===== config.mk =====
export PLATFORM = sky130hd
export DESIGN_NAME = sacc_top
export DESIGN_NICKNAME = d
export VERILOG_FILES = /design/src/rtl/sacc_pkg.sv /design/src/rtl/sacc_operand_sel.sv /design/src/rtl/sacc_add_clamp.sv /design/src/rtl/sacc_flag_next.sv /design/src/rtl/sacc_top.sv
export SDC_FILE = /design/constraint.sdc
export NUM_CORES = 1
export LEC_CHECK = 0
export ABC_CLOCK_PERIOD_IN_PS = 2800
export BUFFER_PORTS_ARGS = -buffer_cell sky130_fd_sc_hd__buf_2
export CORE_MARGIN = 2
export CORE_UTILIZATION = 55
export CTS_CLUSTER_SIZE = 8
export DETAILED_ROUTE_END_ITERATION = 10
export PLACE_DENSITY_LB_ADDON = 0.3
export SYNTH_ARGS = -nofsm -noshare
export SYNTH_HDL_FRONTEND = slang
export SYNTH_HIERARCHICAL = 1
export SYNTH_SLANG_ARGS = --single-unit

===== constraint.sdc =====
create_clock -name clk -period 2.8 [get_ports clk]
set_clock_uncertainty 0.1 [all_clocks]
set_input_delay 0.28 -clock clk [delete_from_list [all_inputs] [get_ports clk]]
set_output_delay 0.28 -clock clk [all_outputs]
set_load 0.02 [all_outputs]

===== src/rtl/sacc_pkg.sv =====
package sacc_pkg;
  typedef enum logic [1:0] {
    OP_ACC_ACC  = 2'b00,
    OP_ACC_PAIR = 2'b01,
    OP_ACC_2PR  = 2'b10,
    OP_CLEAR    = 2'b11
  } sacc_op_e;
endpackage


===== src/rtl/sacc_operand_sel.sv =====
module sacc_operand_sel
  import sacc_pkg::*;
#(
  parameter int ACC_W  = 40,
  parameter int PAIR_W = 32
) (
  input  logic [1:0]       op_sel,
  input  logic [ACC_W-1:0] opnd_b,
  output logic [ACC_W-1:0] ext_b
);
  localparam int PAD_W = ACC_W - PAIR_W;

  // register pair: low PAIR_W bits, sign-extended; upper bits discarded
  always_comb begin
    if (op_sel == OP_ACC_PAIR)
      ext_b = {{PAD_W{opnd_b[PAIR_W-1]}}, opnd_b[PAIR_W-1:0]};
    else
      ext_b = opnd_b;
  end
endmodule


===== src/rtl/sacc_add_clamp.sv =====
module sacc_add_clamp #(
  parameter int ACC_W  = 40,
  parameter int PAIR_W = 32
) (
  input  logic [ACC_W-1:0] a,
  input  logic [ACC_W-1:0] b,
  input  logic             clamp_en,
  output logic [ACC_W-1:0] sum_out,
  output logic             clamped
);
  localparam int SUM_W = ACC_W + 1;
  localparam int TOP_W = SUM_W - PAIR_W + 1;
  localparam logic signed [SUM_W-1:0] LIM_HI = {{TOP_W{1'b0}}, {(PAIR_W-1){1'b1}}};
  localparam logic signed [SUM_W-1:0] LIM_LO = {{TOP_W{1'b1}}, {(PAIR_W-1){1'b0}}};

  logic signed [SUM_W-1:0] full_sum;
  logic                    over_hi;
  logic                    under_lo;

  always_comb begin
    full_sum = $signed({a[ACC_W-1], a}) + $signed({b[ACC_W-1], b});
    over_hi  = full_sum > LIM_HI;
    under_lo = full_sum < LIM_LO;
    clamped  = clamp_en & (over_hi | under_lo);
    if (clamp_en && over_hi)
      sum_out = LIM_HI[ACC_W-1:0];
    else if (clamp_en && under_lo)
      sum_out = LIM_LO[ACC_W-1:0];
    else
      sum_out = full_sum[ACC_W-1:0];
  end
endmodule


===== src/rtl/sacc_flag_next.sv =====
module sacc_flag_next (
  input  logic sat_pair,
  input  logic clamped,
  input  logic f0_in,
  input  logic f1_in,
  output logic f0_nx,
  output logic f1_nx
);
  always_comb begin
    if (sat_pair) begin
      f1_nx = f0_in;
      f0_nx = clamped;
    end else begin
      f1_nx = f1_in;
      f0_nx = f0_in;
    end
  end
endmodule


===== src/rtl/sacc_top.sv =====
module sacc_top
  import sacc_pkg::*;
#(
  parameter int ACC_W  = 40,
  parameter int PAIR_W = 32
) (
  input  logic              clk,
  input  logic              rst_n,
  input  logic              start,
  input  logic [1:0]        op_sel,
  input  logic              sat_mode,
  input  logic              sat_op,
  input  logic [ACC_W-1:0]  acc_a,
  input  logic [ACC_W-1:0]  opnd_b,
  input  logic              f0_in,
  input  logic              f1_in,
  output logic              out_valid,
  output logic              dest_pair,
  output logic [ACC_W-1:0]  res_acc,
  output logic [PAIR_W/2-1:0] pair_even,
  output logic [PAIR_W/2-1:0] pair_odd,
  output logic              flag_f0,
  output logic              flag_f1
);
  localparam int HALF = PAIR_W / 2;

  // reset: asserted asynchronously, released through two flops
  logic rst_meta, rst_q;
  always_ff @(posedge clk or negedge rst_n) begin
    if (!rst_n) begin
      rst_meta <= 1'b0;
      rst_q    <= 1'b0;
    end else begin
      rst_meta <= 1'b1;
      rst_q    <= rst_meta;
    end
  end

  logic             is_pair, sat_pair, clamp_en, clamped;
  logic             load_acc, load_pair;
  logic [ACC_W-1:0] ext_b, sum_val, acc_nx;
  logic             f0_nx, f1_nx;

  always_comb begin
    is_pair   = (op_sel == OP_ACC_PAIR) || (op_sel == OP_ACC_2PR);
    sat_pair  = is_pair & sat_op;
    clamp_en  = is_pair ? sat_op : ((op_sel == OP_ACC_ACC) & sat_mode);
    load_acc  = start & ~is_pair;
    load_pair = start & is_pair;
    acc_nx    = (op_sel == OP_CLEAR) ? '0 : sum_val;
  end

  sacc_operand_sel #(.ACC_W(ACC_W), .PAIR_W(PAIR_W)) u_opsel (
    .op_sel (op_sel),
    .opnd_b (opnd_b),
    .ext_b  (ext_b)
  );

  sacc_add_clamp #(.ACC_W(ACC_W), .PAIR_W(PAIR_W)) u_add (
    .a        (acc_a),
    .b        (ext_b),
    .clamp_en (clamp_en),
    .sum_out  (sum_val),
    .clamped  (clamped)
  );

  sacc_flag_next u_flags (
    .sat_pair (sat_pair),
    .clamped  (clamped),
    .f0_in    (f0_in),
    .f1_in    (f1_in),
    .f0_nx    (f0_nx),
    .f1_nx    (f1_nx)
  );

  // result registers with explicit enables
  always_ff @(posedge clk or negedge rst_q) begin
    if (!rst_q) begin
      out_valid <= 1'b0;
      dest_pair <= 1'b0;
      flag_f0   <= 1'b0;
      flag_f1   <= 1'b0;
      res_acc   <= '0;
      pair_even <= '0;
      pair_odd  <= '0;
    end else begin
      out_valid <= start;
      if (start) begin
        dest_pair <= is_pair;
        flag_f0   <= f0_nx;
        flag_f1   <= f1_nx;
      end
      if (load_acc)
        res_acc <= acc_nx;
      if (load_pair) begin
        pair_even <= sum_val[PAIR_W-1:HALF];
        pair_odd  <= sum_val[HALF-1:0];
      end
    end
  end

  AST_VALID_FOLLOWS: assert property (@(posedge clk) disable iff (!rst_q)
    start |=> out_valid);
  AST_VALID_ONLY: assert property (@(posedge clk) disable iff (!rst_q)
    !start |=> !out_valid);
  AST_ACC_SAT_RANGE: assert property (@(posedge clk) disable iff (!rst_q)
    (start && op_sel == OP_ACC_ACC && sat_mode) |=>
      (res_acc[ACC_W-1:PAIR_W-1] == '0 || res_acc[ACC_W-1:PAIR_W-1] == '1));
  AST_CLEAR_ZERO: assert property (@(posedge clk) disable iff (!rst_q)
    (start && op_sel == OP_CLEAR) |=> (res_acc == '0));
  AST_FLAG_PASS: assert property (@(posedge clk) disable iff (!rst_q)
    (start && !sat_pair) |=> (flag_f0 == $past(f0_in) && flag_f1 == $past(f1_in)));
  AST_F1_COPY: assert property (@(posedge clk) disable iff (!rst_q)
    (start && sat_pair) |=> (flag_f1 == $past(f0_in)));
  AST_PAIR_HOLD: assert property (@(posedge clk) disable iff (!rst_q)
    (start && !is_pair) |=> ($stable(pair_even) && $stable(pair_odd) && !dest_pair));
  AST_ACC_HOLD: assert property (@(posedge clk) disable iff (!rst_q)
    (start && is_pair) |=> ($stable(res_acc) && dest_pair));
endmodule


# Word-level counts from Yosys, hierarchy flattened
# Index checks and enable logic that the tools add are counted.
# W data, S select, Z words.
# classes
add_sub_neg	1
mul	0
div_mod_pow	0
order_cmp	2
eq_ne	3
n_shift	0
muxes	7
bitwise	7
n_reduce_logical	4
# op_table
operator	n
$mux W40	4
$add A40 B40 Y41	1
$gt A41 B32 Y1 const B	1
$lt A41 B32 Y1 const B	1
$and A1 B1 Y1	5
$eq A2 B2 Y1 const B	2
$mux W1	3
$eq A2 B1 Y1 const B	1
$logic_and A1 B1 Y1	2
$logic_not A2 Y1	1
$logic_or A1 B1 Y1	1
$not A1 Y1	1
$or A1 B1 Y1	1
# word_totals
ff_bits	78
latch_bits	0
ram_bits	0
mem_bits_ro	0
out_inout_bits	76
wordCells	33
n_memories	0

# Depth between registers and ports, before layout
# Gate-level depths: netlist of run 1.
# logic_depth
ltp_word	8
depth_mapped	18
ltp_nobuf	15

# Hierarchy
# Netlist of run 1, hierarchy kept.
# modules_own_cells
mod	instances	cells_per_inst	area_each_um2
sacc_top	1	215	3394.5
sacc_add_clamp	1	416	2691.3
sacc_operand_sel	1	44	331.6
sacc_flag_next	1	2	22.5

# Worst setup path after synthesis of run 1
# Ideal clock, no wire load.
# synth_timing
path_type	input-to-reg
from	input op_sel[1]
to	register flag_f0
setup_ns	0.125
arrival_time_ns	3.899
required_time_ns	2.575
path_slack_ns	-1.323
stages	16
path_buffers	1
path_cell_list	nand2b_1 -> clkbuf_2 -> a21o_1 -> ha_1 -> a21o_1 -> o21bai_1 -> a221o_1 -> a2111oi_2 -> nand3_1 -> or3b_1 -> nand3_1 -> or4_4 -> o41a_1 -> or2_1 -> mux2_2 -> mux2_2
# synth_via
elab_chain_len	7
word_cells_on_any_way	14
# synth_rtl
element	line_no	rtl
start, declared	sacc_top.sv:10	input logic [1:0] op_sel,
$eq A2 B1 Y1 (*)	sacc_operand_sel.sv:15	if (op_sel == OP_ACC_PAIR)
$mux W40 (*)	sacc_operand_sel.sv:15	
net ext_b[34]	sacc_top.sv:41	logic [ACC_W-1:0] ext_b, sum_val, acc_nx;
$add A40 B40 Y41 (*)	sacc_add_clamp.sv:21	full_sum = $signed({a[ACC_W-1], a}) + $signed({b[ACC_W-1], b});
$gt A41 B32 Y1 or $lt A41 B32 Y1 (tied branches)	sacc_add_clamp.sv:22, sacc_add_clamp.sv:23	
$or A1 B1 Y1 (*)	sacc_add_clamp.sv:24	clamped = clamp_en & (over_hi | under_lo);
$and A1 B1 Y1 (*)	sacc_add_clamp.sv:24	
net clamped	sacc_top.sv:39	logic is_pair, sat_pair, clamp_en, clamped;
$mux W1 (*)	sacc_flag_next.sv:10	if (sat_pair) begin
net f0_nx	sacc_top.sv:42	logic f0_nx, f1_nx;
end signal, assigned	sacc_top.sv:90	flag_f0 <= f0_nx;
end, declared	sacc_top.sv:22	output logic flag_f0,
# Mark *: on every way through the listed nets, which the timed path passes. The rest lies on a longest branch.
# A chain may end at the register's enable or synchronous reset.

# Worst setup path after layout of run 1
# layout_timing
from	input op_sel[0]
to	register res_acc[14]
# layout_via
elab_chain_len	8
word_cells_on_any_way	18
# layout_rtl
element	line_no	rtl
$eq A2 B1 Y1 (*)	sacc_operand_sel.sv:15	
$mux W40 (*)	sacc_operand_sel.sv:15	
net ext_b[34]	sacc_top.sv:41	
$add A40 B40 Y41 (*)	sacc_add_clamp.sv:21	
$lt A41 B32 Y1	sacc_add_clamp.sv:23	under_lo = full_sum < LIM_LO;
$logic_and A1 B1 Y1	sacc_add_clamp.sv:27	else if (clamp_en && under_lo)
$mux W40	sacc_add_clamp.sv:27	
$mux W40 (*)	sacc_add_clamp.sv:25	if (clamp_en && over_hi)
net sum_val[14]	sacc_top.sv:41	
$mux W40 (*)	sacc_top.sv:50	acc_nx = (op_sel == OP_CLEAR) ? '0 : sum_val;
end signal, assigned	sacc_top.sv:94	res_acc <= acc_nx;
end, declared	sacc_top.sv:19	output logic [ACC_W-1:0] res_acc,
# Marks and branches as above.

==> metrics.md, run 1 <==
| Metric | Value |
|---|---|
| Kind of critical path | in -> reg |
| Setup Viol. Count Final | 73 |
| # fillers | around 720 |
| Port bufs | 164 |
| TritonCTS buffer count | 9 |
| Final Instance Area | between 0.009 and 0.01 sq mm |
| Pleak | 4.53 nW |
| # Max-Cap Violations | 0 |
| Die area | approximately 0.013 sq mm |
| I/O pin cnt | around 170 |
| Routed len/inst | 19.1 microns |
| Initial antenna violation count | 0 |
| Drc violations | 0 |
| GRT overflow | 0 |
| First-pass GRT wire length | ~33000 microns |
| # rows | 39 |
| Post-DRT Antenna Nets | 0 |
| Fin worst setup slack | -1.24 ns |
| Worst vdd ir | approximately 1000 uV |
| Required time of the critical path | between 2 and 3 ns |
| Largest net degree at the start of global routing | just under 80 |
| Status | complete, but fails checks |
| Gr busiest metal | met2 |
| CTS clk-pin slew, worst paths | ~0.060 ns |
| Worst Path Arrival | between 4 and 5 ns |
| Worst Path Max Fanout | 8 |
| Post-Place Worst Slack | -1.56 ns |
| Layout cells sized above 1 | 0.515 |
| Final Hold Fails | 0 |
| #FFs+latches synth | 78 |
| RePlAce Congestion | approximately 0.92 |
| Ys async rst share | 1.00 |
| Min cycle time layout | around 4.0 ns |
| H-tree Lvls | 3 |
| Clock tree from TritonCTS | done |
| Met3 Usage GRT | 0.0405 |
| Area grow syn2layout | 41.4% |
| Net count, final | ~1100 |
| Vias in the first global route | around 6400 |
| Tot GR Track Use | 0.324 |
| M1 GR Usage | 0.438 |
| Slew HR | 0.380 |
| Hold slack | ~0.056 ns |
| Post-Syn Nets | around 810 |
| Initial cell density of the core | 0.564 |
| Sequential cell area | 0.00195 sq mm |
| DR vias | 6442 |
| RSZ-0062 raised after global routing | true |
| Total wire length | 21200 microns |
| CTS Sinks | 78 |
| Sequential fraction of the synthesis area | 0.303 |
| Warnings, synthesis | 6 |
| Post-Synthesis Cells | just under 700 |
| Die Width | 112 microns |
| Most used flip-flop cell after synthesis | dfrtp_1 |
| Period Utilization, post-route | 1.44 |
| HPWL Detailed | about 15000 microns |
| Via density | about 5.8 |
| Inserted Diodes | 0 |
| Synthesized area | 0.00644 sq mm |
| Multi-input logic area | between 0.004 and 0.005 sq mm |
| Met2 usage | 0.537 |
| Placed cell area | between 0.008 and 0.009 sq mm |
| Power Density | 686 mW/mm^2 |
| Setup crit end kind | flip-flop |
| Initial DRT Pass Iterations | 5 |
| Core Footprint | ~0.011 sq mm |
| Max Freq | between 200 and 250 MHz |
| Crit path launch type | input port |
| Max clock buf depth | 2 |
| Worst-Margin Slew | roughly 0.93 ns |
| Worst Hold Class | in -> reg |
| CTS root buffer | clkbuf_16 |
| Fin. max-slew vios | 0 |
| Post-synth EDFFs | 0 |
| DR iter-0 viols | between 400 and 500 |
| Post-synthesis cell type count | 65 |
| Clk_lat worst skew | about 0.34 ns |
| Syn avg cell area | 9.51 sq um |
| Violated checks | negative setup slack |
| Die Ht | 112 microns |
area by class of cell:
type	instances	area share
inverter	21	0.00866
sequential	78	0.214
tap	143	0.0196
timing repair buffer	338	0.249
multi-input combinational	517	0.479
clock buffer	9	0.0247
clock inverter	7	0.00536
report_power, final:
group | switching, mW | total, mW | internal, mW | leakage, nW
registers | 0.291 | 1.82 | 1.53 | 0.926
logic | 1.78 | 3.32 | 1.54 | 3.48
clock network | 0.509 | 1.11 | 0.600 | 0.124
total | 2.58 | 6.25 | 3.67 | 4.53
registers in the layout, indices dropped and copies added, names as in the netlist:
| register | count |
|---|---|
| res_acc | 40 |
| pair_even | 16 |
| pair_odd | 16 |
| dest_pair | 1 |
| flag_f0 | 1 |
| flag_f1 | 1 |
| out_valid | 1 |
| rst_meta | 1 |
| rst_q | 1 |
critical path, stage by stage:
cell and delay [ns]:
buf_6 0.09, and3b_2 0.26, a21o_1 0.20, ha_4 0.24, a21o_1 0.17, o21bai_4 0.17
a221o_1 0.38, a2111oi_4 0.32, nand3_1 0.10, or3b_4 0.24, nand3_2 0.05, or4_4 0.45
o41ai_4 0.25, buf_6 0.19, buf_6 0.12, buf_16 0.14, o21ai_2 0.07, nor2b_1 0.16
mux2_4 0.29
path summary, 6_finish.rpt:
kind,endpoint,cells after the start,slack [ns],startpoint
setup / recovery,res_acc[14],19,-1.24,op_sel[0]
hold / removal,out_valid,1,0.06,start
setup reg to reg,res_acc[10],1,1.61,rst_q
hold reg to reg,rst_q,0,0.26,rst_meta
max in group asynchronous,res_acc[10],1,1.61,rst_q
min in group asynchronous,rst_q,2,0.16,rst_n
Yosys cell counts (2+ instances only):
library cell,n,area (sq um)
and4_1,3,26.3
nand2_1,46,173
or3_1,3,18.8
mux2_4,40,601
a211oi_1,2,15.0
o21ai_0,40,200
xor2_1,20,175
and3_1,5,31.3
o21bai_1,7,52.6
nor3_1,7,35.0
o31ai_1,2,15.0
nor4_1,3,18.8
nand3_1,9,45.0
o22ai_1,2,12.5
and3b_1,2,17.5
a31oi_1,6,37.5
mux2_2,36,405
dfrtp_1,78,1950
and2_1,4,25.0
a21oi_1,50,250
nand4_1,12,75.1
nor2b_1,43,269
o211ai_1,3,22.5
buf_4,32,240
ha_1,42,526
a21o_1,19,143
xnor2_1,15,131
buf_12,4,80.1
nand2b_1,5,31.3
clkbuf_1,16,60.1
a221oi_1,2,17.5
buf_6,7,78.8
nor2_1,30,113
inv_1,21,78.8
o21ai_1,31,155
per-layer routing:
layer | wire length (microns) | up-vias
met4 | 674 | 0
met5 | 0 | -
met1 | 8790 | 3097
met3 | 1470 | 64
met2 | 10300 | 310
li1 | - | 2971
repair_timing:
item,CTS,global route
cloned,3,0
gates resized for setup,41,36
setup buffers,4,4
hold buffers,1,0
endpoints found under the hold margin,2,0
setup endpoints to repair,73,73
pin swaps,6,4
cell families (layout without fill, tap and decap cells):
group,Yosys count,count (layout),synth area share
multiplexers,76,76,0.156
other,1,1,0.000582
AND/OR/NAND/NOR,180,180,0.147
adder cells (fa/ha/maj),43,43,0.0847
AO/OA/AOI/OAI,182,182,0.176
buffers and inverters,82,375,0.0851
XOR/XNOR,35,35,0.0476
flip-flops,78,78,0.303
through the flow:
| step | utilization | TNS [ns] | power [mW] | std cells |
|---|---|---|---|---|
| final | 0.798 | -70.86 | 6.25 | 1113 |
| after global routing | 0.798 | -78.79 | 6.49 | 1113 |
| after floorplan | - | -76.14 | 3.62 | 677 |
| after CTS | 0.778 | -63.94 | 5.98 | 1109 |
| after global placement | 0.729 | -89.83 | 4.63 | 1085 |
| after detailed placement | 0.729 | -97.89 | 4.76 | 1085 |
cell usage in the layout, fill, tap and decap left out, drive strengths merged, types with 4 or more instances in the layout:
cell type and n:
buf 337, dfrtp 78, mux2 76, o21ai 71, a21oi 50, nand2 47, nor2b 43, ha 42
nor2 30, inv 22, xor2 20, a21o 19, xnor2 15, nand4 12, clkbuf 9, nand3 9
o21bai 7, nor3 7, and2 6, a31oi 6, and3 5, nand2b 5, clkinvlp 4
Note: power is estimated with default switching activity, not from simulation.
==> run 2: changes to the inputs <==
--- a/config.mk
+++ b/config.mk
@@ -12,6 +12,7 @@
 export CTS_CLUSTER_SIZE = 8
 export DETAILED_ROUTE_END_ITERATION = 10
 export PLACE_DENSITY_LB_ADDON = 0.3
+export RECOVER_POWER = 100
 export SYNTH_ARGS = -nofsm -noshare
 export SYNTH_HDL_FRONTEND = slang
 export SYNTH_HIERARCHICAL = 1
==> run 2 against run 1 <==
Register-to-register slack worse by 0.85 ns. The run ends with max-capacitance violations, max-slew violations, negative setup slack left. Combinational power fell by 3%. Global-route usage is the same. Die area did not move. Total power is 1.5% lower. Non-clock buffer count unchanged. Via count about the same. Largest cell class unchanged.
==> metrics.md, run 2 (synthesis results as in run 1) <==
| Metric | Value |
|---|---|
| Period Utilization, post-route | 1.44 (about the same) |
| Largest net degree at the start of global routing | 77 (unchanged) |
| Net count, final | 1097 (unchanged) |
| Die Ht | 112 microns (unchanged) |
| Pleak | 4.31 nW (was 4.53 nW) |
| Layout cells sized above 1 | 0.435 (was 0.515) |
| DR iter-0 viols | 479 (was 454) |
| Setup slack, reg-to-reg | 0.76 ns (was 1.61 ns) |
| RSZ-0062 raised after global routing | true (unchanged) |
| Violated checks | max-capacitance violations, max-slew violations, negative setup slack (was negative setup slack) |
| Endpoint of the worst-slack reg-to-reg timing path | pair_odd[7] (was res_acc[10]) |
| Power Density | 684 mW/mm^2 (was 686 mW/mm^2) |
| Port bufs | 164 (unchanged) |
| Via density | 5.79 (about the same) |
| Worst Hold Class | in -> reg (unchanged) |
| Worst Path Max Fanout | 8 (unchanged) |
| Vias in the first global route | 6390 (unchanged) |
| Worst Path Arrival | 4.16 ns (was 4.17 ns) |
| Met2 usage | 0.537 (unchanged) |
| Drc violations | 0 (unchanged) |
| RePlAce Congestion | 0.919 (unchanged) |
| Worst setup endpoint | res_acc[14] (unchanged) |
| Core Footprint | 0.0114 sq mm (unchanged) |
| Largest registers | res_acc: 40 flops, pair_even: 16 flops, pair_odd: 16 flops (unchanged) |
| I/O pin cnt | 165 (unchanged) |
| # rows | 39 (unchanged) |
| Crit path from | op_sel[0] (unchanged) |
| # Max-Cap Violations | 1 (was 0) |
| Required time of the critical path | 2.92 ns (about the same) |
| Fin worst setup slack | -1.23 ns (was -1.24 ns) |
| Slew HR | -0.225 (was 0.380) |
| TritonCTS buffer count | 9 (unchanged) |
| Clock tree from TritonCTS | done (unchanged) |
| Clk_lat worst skew | 0.34 ns (about the same) |
| HPWL Detailed | 14900 microns (unchanged) |
| Min cycle time layout | 4.03 ns (was 4.04 ns) |
| Max Freq | 248 MHz (was 247 MHz) |
| Initial antenna violation count | 0 (unchanged) |
| GRT overflow | 0 (unchanged) |
| Worst-Margin Slew | 1.84 ns (was 0.930 ns) |
| Kind of critical path | in -> reg (unchanged) |
| Initial DRT Pass Iterations | 5 (unchanged) |
| Max clock buf depth | 2 (unchanged) |
| CTS Sinks | 78 (unchanged) |
| Initial cell density of the core | 0.564 (unchanged) |
| Total wire length | 21300 microns (was 21200 microns) |
| Post-DRT Antenna Nets | 0 (unchanged) |
| R2R Path Start | rst_q (unchanged) |
| Final non-filler cell total | 1113 (unchanged) |
| CTS root buffer | clkbuf_16 (unchanged) |
| Area grow syn2layout | 39.8% (was 41.4%) |
| Max FFs per register | 40 (unchanged) |
| Setup crit end kind | flip-flop (unchanged) |
| M1 GR Usage | 0.438 (unchanged) |
| DR vias | 6446 (was 6442) |
| Setup Viol. Count Final | 73 (unchanged) |
| Reg with most FFs | res_acc (unchanged) |
| FF-to-FF path depth | 1 (unchanged) |
| Routed len/inst | 19.2 microns (was 19.1 microns) |
| Commonest non-fill, non-tap cell in the layout | buf_4 (was buf_2) |
| # fillers | 781 (was 722) |
| First-pass GRT wire length | 32700 microns (unchanged) |
| Placed cell count | 1085 (unchanged) |
| Fin. max-slew vios | 77 (was 0) |
| Tot GR Track Use | 0.324 (unchanged) |
| H-tree Lvls | 3 (unchanged) |
| Die Width | 112 microns (unchanged) |
| Inserted Diodes | 0 (unchanged) |
| CTS clk-pin slew, worst paths | 0.06 ns (about the same) |
| Status | complete, but fails checks (unchanged) |
| Die area | 0.0126 sq mm (unchanged) |
| Gr busiest metal | met2 (unchanged) |
| Total Power | 6.16 mW (was 6.25 mW) |
| Final Hold Fails | 0 (unchanged) |
| Crit path launch type | input port (unchanged) |
| Worst vdd ir | 981 uV (was 1020 uV) |
| Met3 Usage GRT | 0.0405 (unchanged) |
| Commonest cells after routing, fill and taps aside | buf_4, buf_2, clkbuf_1, dfrtp_1 (was buf_2, buf_4, dfrtp_1, mux2_4, a21oi_1) |
run 2: critical path: stages:
cell       delay [ns]
buf_6            0.09
and3b_2          0.26
a21o_1           0.20
ha_4             0.24
a21o_1           0.17
o21bai_4         0.17
a221o_1          0.38
a2111oi_4        0.31
nand3_1          0.10
or3b_4           0.24
nand3_2          0.05
or4_4            0.45
o41ai_4          0.24
buf_6            0.19
buf_6            0.12
buf_16           0.14
o21ai_2          0.07
nor2b_1          0.16
mux2_4           0.29
run 2: metal layers:
metal | routed length, microns | vias up
met5 | 0 | -
met4 | 697 | 0
met3 | 1420 | 61
met2 | 10300 | 310
met1 | 8900 | 3103
li1 | - | 2972
run 2: metrics by stage:
stage	hold WS [ns]	setup WS, ns	util	setup TNS, ns	cell area (sq um)
finish	0.130	-1.23	0.789	-70.36	9000
floorplan	-0.116	-1.26	-	-76.14	6590
detailed placement	-0.0336	-1.56	0.729	-97.89	8330
global placement	-0.0362	-1.43	0.729	-89.83	8330
CTS	0.0325	-1.12	0.778	-63.94	8880
global route	0.138	-1.36	0.789	-78.82	9000
run 2: layout make-up:
class | instances | area (sq um) | share of cell area
multi-input cells | 517 | 4360 | 0.484
well taps | 143 | 179 | 0.0199
clock inverters | 7 | 48.8 | 0.00542
inverters | 21 | 78.8 | 0.00875
repair buffers | 338 | 2160 | 0.240
flip-flops and latches | 78 | 1950 | 0.217
clock buffers | 9 | 225 | 0.0250
run 2: worst min path at each step:
| stage | startpoint | end | slack, ns | depth (start not counted) |
|---|---|---|---|---|
| 6_report | start | out_valid | 0.13 | 1 |
| 5_1_grt | start | out_valid | 0.14 | 1 |
| 4_1_cts | start | out_valid | 0.03 | 1 |
| 3_5_place_dp | rst_n | rst_meta | -0.03 | 1 |
| 3_3_place_gp | rst_n | rst_meta | -0.04 | 1 |
| 2_1_floorplan | rst_n | rst_meta | -0.12 | 0 |
run 2: where the power goes:
group	leakage [nW]	switching (mW)	internal [mW]	total, mW
Combinational	3.26	1.78	1.43	3.21
Clock	0.124	0.512	0.600	1.11
Sequential	0.926	0.307	1.53	1.83
run 2: what timing repair did:
item / 4_1_cts / 5_1_grt
hold buffers: 1 / 0
resized for setup: 41 / 36
gates cloned: 3 / 0
setup buffers: 4 / 4
endpoints found under the hold margin: 2 / 0
endpoints found under the setup margin: 73 / 73
pin swaps: 6 / 4
